==> src/rtl/mtsel_pkg.sv <==
package mtsel_pkg;

  // Strobes the control half hands to the per-thread state half.
  typedef struct packed {
    logic issueFire;    // a thread issues this cycle
    logic shadowStart;  // the issuing instruction opens a shadow
  } issue_strobe_t;

  // Width of a down-counter that must hold the value n (at least one bit).
  function automatic int unsigned ctrWidth(input int unsigned n);
    return (n < 2) ? 1 : $clog2(n + 1);
  endfunction

endpackage

==> src/rtl/mtsel_dp.sv <==
module mtsel_dp #(
  parameter int unsigned THREADS       = 4,
  parameter int unsigned SHADOW_CYCLES = 3,
  parameter int unsigned ID_W          = 2
) (
  input  logic                        clk,
  input  logic                        rstN,
  input  logic [THREADS-1:0]          missSet,
  input  logic [THREADS-1:0]          fillDone,
  input  mtsel_pkg::issue_strobe_t    strobe,
  input  logic [ID_W-1:0]             selId,
  output logic [THREADS-1:0]          readyMask
);

  localparam int unsigned CNT_W = mtsel_pkg::ctrWidth(SHADOW_CYCLES);
  localparam logic [CNT_W-1:0] SHADOW_LOAD = CNT_W'(SHADOW_CYCLES);

  for (genvar t = 0; t < THREADS; t++) begin : g_thread
    logic             missPending;
    logic [CNT_W-1:0] shadowLeft;
    logic             hitThis;

    assign hitThis = strobe.issueFire && strobe.shadowStart && (selId == ID_W'(t));

    // A new miss takes priority over a fill that lands in the same cycle.
    always_ff @(posedge clk) begin
      if (!rstN)            missPending <= 1'b0;
      else if (missSet[t])  missPending <= 1'b1;
      else if (fillDone[t]) missPending <= 1'b0;
    end

    always_ff @(posedge clk) begin
      if (!rstN)                   shadowLeft <= '0;
      else if (hitThis)            shadowLeft <= SHADOW_LOAD;
      else if (shadowLeft != '0)   shadowLeft <= shadowLeft - 1'b1;
    end

    assign readyMask[t] = !missPending && (shadowLeft == '0);
  end

endmodule

==> src/rtl/mtsel_ctrl.sv <==
module mtsel_ctrl #(
  parameter int unsigned THREADS = 4,
  parameter int unsigned ID_W    = 2
) (
  input  logic                     clk,
  input  logic                     rstN,
  input  logic [THREADS-1:0]       readyMask,
  input  logic                     selLong,
  output logic                     selValid,
  output logic [ID_W-1:0]          selId,
  output mtsel_pkg::issue_strobe_t strobe
);

  localparam logic [ID_W-1:0] LAST_INIT = ID_W'(THREADS - 1);
  localparam logic [ID_W:0]   WRAP_AT   = (ID_W+1)'(THREADS);

  logic [ID_W-1:0] lastId;
  logic [ID_W:0]   cand;
  logic            found;
  logic [ID_W-1:0] pick;

  // Circular scan beginning one past the last issuer; the last issuer
  // itself is examined last, so a lone ready thread may repeat.
  always_comb begin
    found = 1'b0;
    pick  = '0;
    cand  = '0;
    for (int off = 1; off <= int'(THREADS); off++) begin
      cand = {1'b0, lastId} + (ID_W+1)'(off);
      if (cand >= WRAP_AT) cand = cand - WRAP_AT;
      if (!found && readyMask[cand[ID_W-1:0]]) begin
        found = 1'b1;
        pick  = cand[ID_W-1:0];
      end
    end
  end

  always_ff @(posedge clk) begin
    if (!rstN)      lastId <= LAST_INIT;
    else if (found) lastId <= pick;
  end

  assign selValid           = found;
  assign selId              = pick;
  assign strobe.issueFire   = found;
  assign strobe.shadowStart = found && selLong;

endmodule

==> src/rtl/mtsel_top.sv <==
module mtsel_top #(
  parameter int unsigned THREADS       = 4,
  parameter int unsigned SHADOW_CYCLES = 3
) (
  input  logic                        clk,
  input  logic                        rstN,
  input  logic [THREADS-1:0]          missSet,
  input  logic [THREADS-1:0]          fillDone,
  input  logic                        selLong,
  output logic                        selValid,
  output logic [$clog2(THREADS)-1:0]  selId
);

  localparam int unsigned ID_W = $clog2(THREADS);

  logic [THREADS-1:0]       readyMask;
  mtsel_pkg::issue_strobe_t strobe;

  mtsel_ctrl #(.THREADS(THREADS), .ID_W(ID_W)) u_ctrl (
    .clk       (clk),
    .rstN      (rstN),
    .readyMask (readyMask),
    .selLong   (selLong),
    .selValid  (selValid),
    .selId     (selId),
    .strobe    (strobe)
  );

  mtsel_dp #(.THREADS(THREADS), .SHADOW_CYCLES(SHADOW_CYCLES), .ID_W(ID_W)) u_dp (
    .clk       (clk),
    .rstN      (rstN),
    .missSet   (missSet),
    .fillDone  (fillDone),
    .strobe    (strobe),
    .selId     (selId),
    .readyMask (readyMask)
  );

endmodule

==> config.mk <==
export PLATFORM = sky130hd
export DESIGN_NAME = mtsel_top
export DESIGN_NICKNAME = d
export VERILOG_FILES = /design/src/rtl/mtsel_pkg.sv /design/src/rtl/mtsel_dp.sv /design/src/rtl/mtsel_ctrl.sv /design/src/rtl/mtsel_top.sv
export SDC_FILE = /design/constraint.sdc
export NUM_CORES = 1
export LEC_CHECK = 0
export BUFFER_PORTS_ARGS = -buffer_cell sky130_fd_sc_hd__buf_2
export CAP_MARGIN = 10
export CORE_UTILIZATION = 45
export DETAILED_ROUTE_END_ITERATION = 10
export GPL_ROUTABILITY_DRIVEN = 1
export PLACE_DENSITY = 0.67
export RECOVER_POWER = 50
export SYNTH_ARGS = -nofsm -noshare
export SYNTH_HDL_FRONTEND = slang
export SYNTH_SLANG_ARGS = --single-unit
==> constraint.sdc <==
create_clock -name clk -period 1.78 [get_ports clk]
set_input_delay 0.178 -clock clk [delete_from_list [all_inputs] [get_ports clk]]
set_output_delay 0.178 -clock clk [all_outputs]
set_load 0.03 [all_outputs]
## After elaboration in Yosys (flattened, before gate mapping)

Cells that the tools add are included.

| word-level totals | value |
|---|---|
| register bits after elaboration | 14 |
| latch bits | 0 |
| RAM bits | 0 |
| ROM bits | 0 |
| input port bits | 11 |
| output and inout port bits | 3 |
| word-level logic and storage cells | 105 |
| memories kept | 0 |

| operators by class | value |
|---|---|
| add/subtract/negate cells | 12 |
| multiply operators | 0 |
| divide/modulo/power cells | 0 |
| $lt $le $gt $ge | 8 |
| eq/ne operators | 3 |
| shift-type cells | 0 |
| mux-type cells | 36 |
| bitwise logic cells | 0 |
| reductions and logical operators | 37 |

Operators by type and width:

| kind | count |
|---|---|
| 2-to-1 mux 2 bit | 16 |
| nonzero test 2 bit | 12 |
| 2-to-1 mux 1 bit | 16 |
| subtractor 2 x 1 -> 2 bit, second input constant | 8 |
| logical AND 1 bit | 13 |
| greater-or-equal comparator 3 bit, second input constant | 4 |
| < comparator 2 x 3 -> 1 bit, second input constant | 4 |
| logical NOT 2 bit | 5 |
| binary-select mux 1 bit (select 2 bit) | 4 |
| logical NOT 1 bit | 7 |
| adder 2 x 2 -> 3 bit, second input constant | 2 |
| equality test 2 bit, second input constant | 2 |
| adder 2 x 1 -> 3 bit, second input constant | 1 |
| adder 2 x 3 -> 3 bit, second input constant | 1 |
| equality test 2 x 1 -> 1 bit, second input constant | 1 |

## Longest topological paths before layout

| logic depth | value |
|---|---|
| word-level depth | 19 |
| mapped depth | 7 |
| depth with buffers taken out | 7 |

## Cells and area by module

Synthesis repeated with hierarchy kept, for this count alone.

| unflattened totals | value |
|---|---|
| cell total of the unflattened synthesis | 80 |
| area, all modules | 785.8 um^2 |

By module, submodules not included:

| module | times used | cells each | area each (um^2) | sequential area each (um^2) |
|---|---|---|---|---|
| mtsel_dp | 1 | 58 | 599.3 | 240.2 |
| mtsel_ctrl | 1 | 22 | 186.4 | 40.0 |

## Worst setup path before layout

OpenSTA, ideal clock, no wires.

| timing | value |
|---|---|
| path kind | register -> output |
| start point | register u_dp.g_thread[0].shadowLeft[0] |
| end point | output selId[1] |
| arrival time | 1.421 ns |
| required time | 1.602 ns |
| setup slack | 0.181 ns |
| cell stages (with the launch flop) | 6 |
| buffers on the path | 0 |
| cell sequence | dfxtp_1 inv_1 ha_1 and2b_1 o221a_4 nor2_1 |

| on the way | value |
|---|---|
| longest elaborated chain between the ends | 14 |
| elaborated cells between the ends (all ways) | 23 |
| classes of those cells | 15 x mux; 8 x reduce/logical |

Ends and longest elaborated chain:

| what | line | RTL |
|---|---|---|
| start: declaration | mtsel_dp.sv:20 | `logic [CNT_W-1:0] shadowLeft;` |
| start signal: assignment | mtsel_dp.sv:35 | `else if (shadowLeft != '0) shadowLeft <= shadowLeft - 1'b1;` |
| logical NOT 2 bit (*) | mtsel_dp.sv:38 | `assign readyMask[t] = !missPending && (shadowLeft == '0);` |
| logical AND 1 bit (*) | mtsel_dp.sv:38 |  |
| binary-select mux 1 bit (select 2 bit) | mtsel_ctrl.sv:31 | `if (!found && readyMask[cand[ID_W-1:0]]) begin` |
| 2-to-1 mux 1 bit (implied by the code) | mtsel_ctrl.sv:31 |  |
| 2-to-1 mux 1 bit | mtsel_ctrl.sv:31 |  |
| logical NOT 1 bit | mtsel_ctrl.sv:31 |  |
| logical AND 1 bit | mtsel_ctrl.sv:31 |  |
| 2-to-1 mux 1 bit | mtsel_ctrl.sv:31 |  |
| logical NOT 1 bit | mtsel_ctrl.sv:31 |  |
| logical AND 1 bit | mtsel_ctrl.sv:31 |  |
| 2-to-1 mux 1 bit | mtsel_ctrl.sv:31 |  |
| logical NOT 1 bit | mtsel_ctrl.sv:31 |  |
| logical AND 1 bit | mtsel_ctrl.sv:31 |  |
| 2-to-1 mux 2 bit (*) | mtsel_ctrl.sv:31 |  |
| end: declaration | mtsel_top.sv:11 | `output logic [$clog2(THREADS)-1:0] selId` |

Every way passes the cells marked *; elsewhere a longest branch is shown, timed or not. The select of a mux whose other input is x is not followed.

## Worst setup path after layout

| timing | value |
|---|---|
| start point | register u_dp.g_thread[2].shadowLeft[0] |
| end point | output selValid |

| on the way | value |
|---|---|
| longest elaborated chain between the ends | 14 |
| elaborated cells between the ends (all ways) | 20 |
| classes of those cells | 12 x mux; 8 x reduce/logical |

Ends and longest elaborated chain:

| what | line | RTL |
|---|---|---|
| start: declaration | mtsel_dp.sv:20 |  |
| start signal: assignment | mtsel_dp.sv:35 |  |
| logical NOT 2 bit (*) | mtsel_dp.sv:38 |  |
| logical AND 1 bit (*) | mtsel_dp.sv:38 |  |
| binary-select mux 1 bit (select 2 bit) | mtsel_ctrl.sv:31 |  |
| 2-to-1 mux 1 bit (implied by the code) | mtsel_ctrl.sv:31 |  |
| 2-to-1 mux 1 bit | mtsel_ctrl.sv:31 |  |
| logical NOT 1 bit | mtsel_ctrl.sv:31 |  |
| logical AND 1 bit | mtsel_ctrl.sv:31 |  |
| 2-to-1 mux 1 bit | mtsel_ctrl.sv:31 |  |
| logical NOT 1 bit | mtsel_ctrl.sv:31 |  |
| logical AND 1 bit | mtsel_ctrl.sv:31 |  |
| 2-to-1 mux 1 bit | mtsel_ctrl.sv:31 |  |
| logical NOT 1 bit | mtsel_ctrl.sv:31 |  |
| logical AND 1 bit | mtsel_ctrl.sv:31 |  |
| 2-to-1 mux 1 bit (*) | mtsel_ctrl.sv:31 |  |
| end: declaration | mtsel_top.sv:10 | `output logic selValid,` |

Marked as above.

==> flow_metrics.py <==
metrics = {
    "worst_setup_path": {
        "rrSetupSlack_ns": 0.05,
        "crit_type": "reg2out",
        "critPathCaptureType": "primary output",
        "cp.arrival_ns": 1.62,
        "cp_slowest_cell": "dfxtp_2",
        "required_ns": 1.60,
        "slowest_delay_ns": 0.33,
        "crit_chain": "inv_1 -> ha_4 -> and2b_2 -> nor2_2 -> nand3_1 -> buf_2",
        "worst_setup_path_start_kind": "register",
        "cp_max_fo": 4,
    },
    "clock_network": {
        "numCtsBuffers": 3,
        "cts_max_level": 1,
        "root_buffer": "clkbuf_4",
        "insertion_delay_ns": 0.29,
        "clock-sinks": 14,
        "cts_tree": "built",
        "max-clock-path-buffers": 2,
        "clk_pin_slew_ns": 0.09,
    },
    "timing": {
        "tightest_slew_ns": 0.3372,
        "setup_viol": 2,
        "slew_headroom": 0.7749,
        "final.period_utilization": 1.012,
        "period_needed_ns": 1.802,
        "drv_slew": 0,
        "fmax_mhz": 554.9,
        "setup_tns_ns": -0.03084,
        "hold_violations": 0,
        "fin_skew_ns": 0.004143,
        "rsz0062_at_grt": "true",
        "layout_setup_ws_ns": -0.02205,
    },
    "global_route": {
        "grt-ovfl-total": 0,
        "antenna_found_initial": 0,
        "grt_pass1_vias": 657,
        "grt_usage": 0.1950,
        "grt_max_degree": 15,
        "grt_pass1_wl_mm": 2.656,
    },
    "logic_synthesis": {
        "synth_area_leader_cell": "dfxtp_1",
        "syn_inst": 88,
        "yosysSeqAreaShare": 0.3777,
        "synth_commonest_cells": "15 x nand2_1, 14 x dfxtp_1, 9 x inv_1",
        "syn-num-nets": 103,
        "yosys_register_bits": 14,
        "synth_most_common_cell": "nand2_1",
        "synth_area_um2": 742.0,
        "synth-edff-count": 0,
        "synthFlopType": "dfxtp_1",
        "synth.distinct_cells": 22,
        "avgSynthCellArea_um2": 8.431,
        "synth_top_area_share": 0.3777,
        "yosysWarnings": 0,
        "synthTopCellsByArea": "dfxtp_1 38%, nand2_1 7.6%, ha_1 6.7%, nor2b_1 5.1%, o21ai_1 4.7%",
        "async_reset_ff_frac": 0,
    },
    "routing": {
        "drt-total-wl_mm": 1.623,
        "ant_nets": 0,
        "drc": 0,
        "num_vias": 693,
        "firstDrtPassIters": 4,
        "post_drt_wl_per_cell_um": 12.48,
        "avgViaCountPerCell": 5.331,
        "drt_iter0_drc": 15,
    },
    "die": {
        "core_mm2": 0.001524,
        "io_pins": 14,
        "die_area_mm2": 0.001815,
        "dieHeight_um": 42.61,
        "rows": 14,
        "initial_utilization": 0.4869,
        "die_w_um": 42.61,
    },
    "layout": {
        "drive_gt1_frac": 0.4912,
        "fill_cells": 124,
        "final_util": 0.6995,
        "diodes": 0,
        "fin_nets": 130,
        "seqCellArea_um2": 289.0,
        "area_delta_synth_final_pct": 43.68,
        "multi_input_area_um2": 530.5,
    },
    "run_status": {
        "violations": "setup timing",
        "status": "finished with violations",
    },
    "placed_design": {
        "dp_slack_ns": 0.04546,
        "dpl.hpwl_mm": 1.105,
        "finalWeightedCongestion": 0.7721,
        "place.port_buffers": 13,
    },
    "power_and_ir_drop": {
        "power.total_mw": 2.224,
        "p_leak_nw": 0.4450,
        "p_per_area_mw_per_mm2": 2086,
        "ir_drop_uv": 1246,
    },
    "worst_hold_path": {
        "worst_hold_path_type": "in2reg",
    },
    "flow_run": {
        "maxCapViolCount": 0,
    },
}
[flip-flops by register name (all words and copies together), names as in the netlist]
signal                     flops
u_ctrl.lastId                  2
u_dp.g_thread.shadowLeft       8
u_dp.g_thread.missPending      4
[stage by stage]
| stage | hold slack (ns) | cells | area (um^2) |
|---|---|---|---|
| after global placement | 0.3852 | 117 | 830.8 |
| after floorplan | 0.2866 | 88 | 742.0 |
| after CTS | 0.09230 | 128 | 1006 |
| after detailed placement | 0.3919 | 117 | 830.8 |
| final | 0.08892 | 130 | 1066 |
| after global routing | 0.09079 | 130 | 1066 |
[area by class of cell]
type / instances / area share
clock buffer: 4 / 0.03404
inverter: 10 / 0.03521
multi-input combinational: 63 / 0.4977
sequential: 14 / 0.2711
tap: 16 / 0.01878
timing repair buffer: 23 / 0.1432
[timing repair]
| action | CTS | global route |
|---|---|---|
| gates resized for setup | 24 | 11 |
| setup endpoints to repair | 3 | 7 |
| hold buffers | 0 | 0 |
| pin swaps | 3 | 4 |
| gates cloned | 0 | 0 |
| setup buffers | 7 | 2 |
[cells in the final DEF, fill, tap and decap left out, types with 2 or more instances in the layout]
cell      synthesis  layout
and2b_2           0       2
buf_2             0      11
buf_4             0      10
buf_6             0       2
clkbuf_4          0       3
dfxtp_1          14       7
dfxtp_2           0       7
ha_4              0       3
inv_1             9       6
inv_2             1       4
nand2_1          15      15
nand2b_4          0       2
nand3_1           2       2
nor2_2            0       2
nor2b_1           6       4
o21a_1            4       4
o21ai_0           6       6
o21ai_1           7       7
xnor2_1           4       4
[power by group]
part	total (mW)	switching, mW	internal (mW)	leakage, nW
logic	1.45	0.729	0.725	0.305
registers	0.535	0.100	0.435	0.119
clock network	0.235	0.110	0.125	0.0210
total	2.22	0.939	1.28	0.445
[metal layers]
layer  GRT usage  vias to the layer above  wire (um)
met3     0.02586                        3         55
met2      0.3538                       17        813
met1      0.2207                      319        729
met4     0.09375                        0         24
li1            -                      354          -
met5           0                        -          0
[kinds of logic after synthesis]
kind of cell               Yosys count  share of synthesized area
AOI/OAI and AO/OA                   24                     0.2344
xor gates and xnor gates             4                    0.04721
buffers and inverters               11                    0.05564
and+or+nand+nor                     31                     0.2175
adders and majority gates            4                    0.06746
DFF                                 14                     0.3777
[final timing paths]
check | startpoint | end | cells after the start
hold reg to reg | u_dp.g_thread[0].shadowLeft[0]$_SDFFE_PN0P_ | u_dp.g_thread[0].shadowLeft[0]$_SDFFE_PN0P_ | 3
setup reg to reg | u_dp.g_thread[2].shadowLeft[0]$_SDFFE_PN0P_ | u_dp.g_thread[1].shadowLeft[1]$_SDFFE_PN0P_ | 9
setup / recovery | u_dp.g_thread[2].shadowLeft[0]$_SDFFE_PN0P_ | selValid | 6
hold / removal | missSet[2] | u_dp.g_thread[2].missPending$_SDFFE_PN0P_ | 2
[worst max-delay path, delay by kind of cell (launching register included)]
kind                     cells  cell delay [ns]
flip-flops                   1             0.33
adder cells (fa/ha/maj)      1             0.15
AND/OR/NAND/NOR              3             0.58
buffers and inverters        2             0.27
Note: power is estimated with default switching activity, not from simulation.
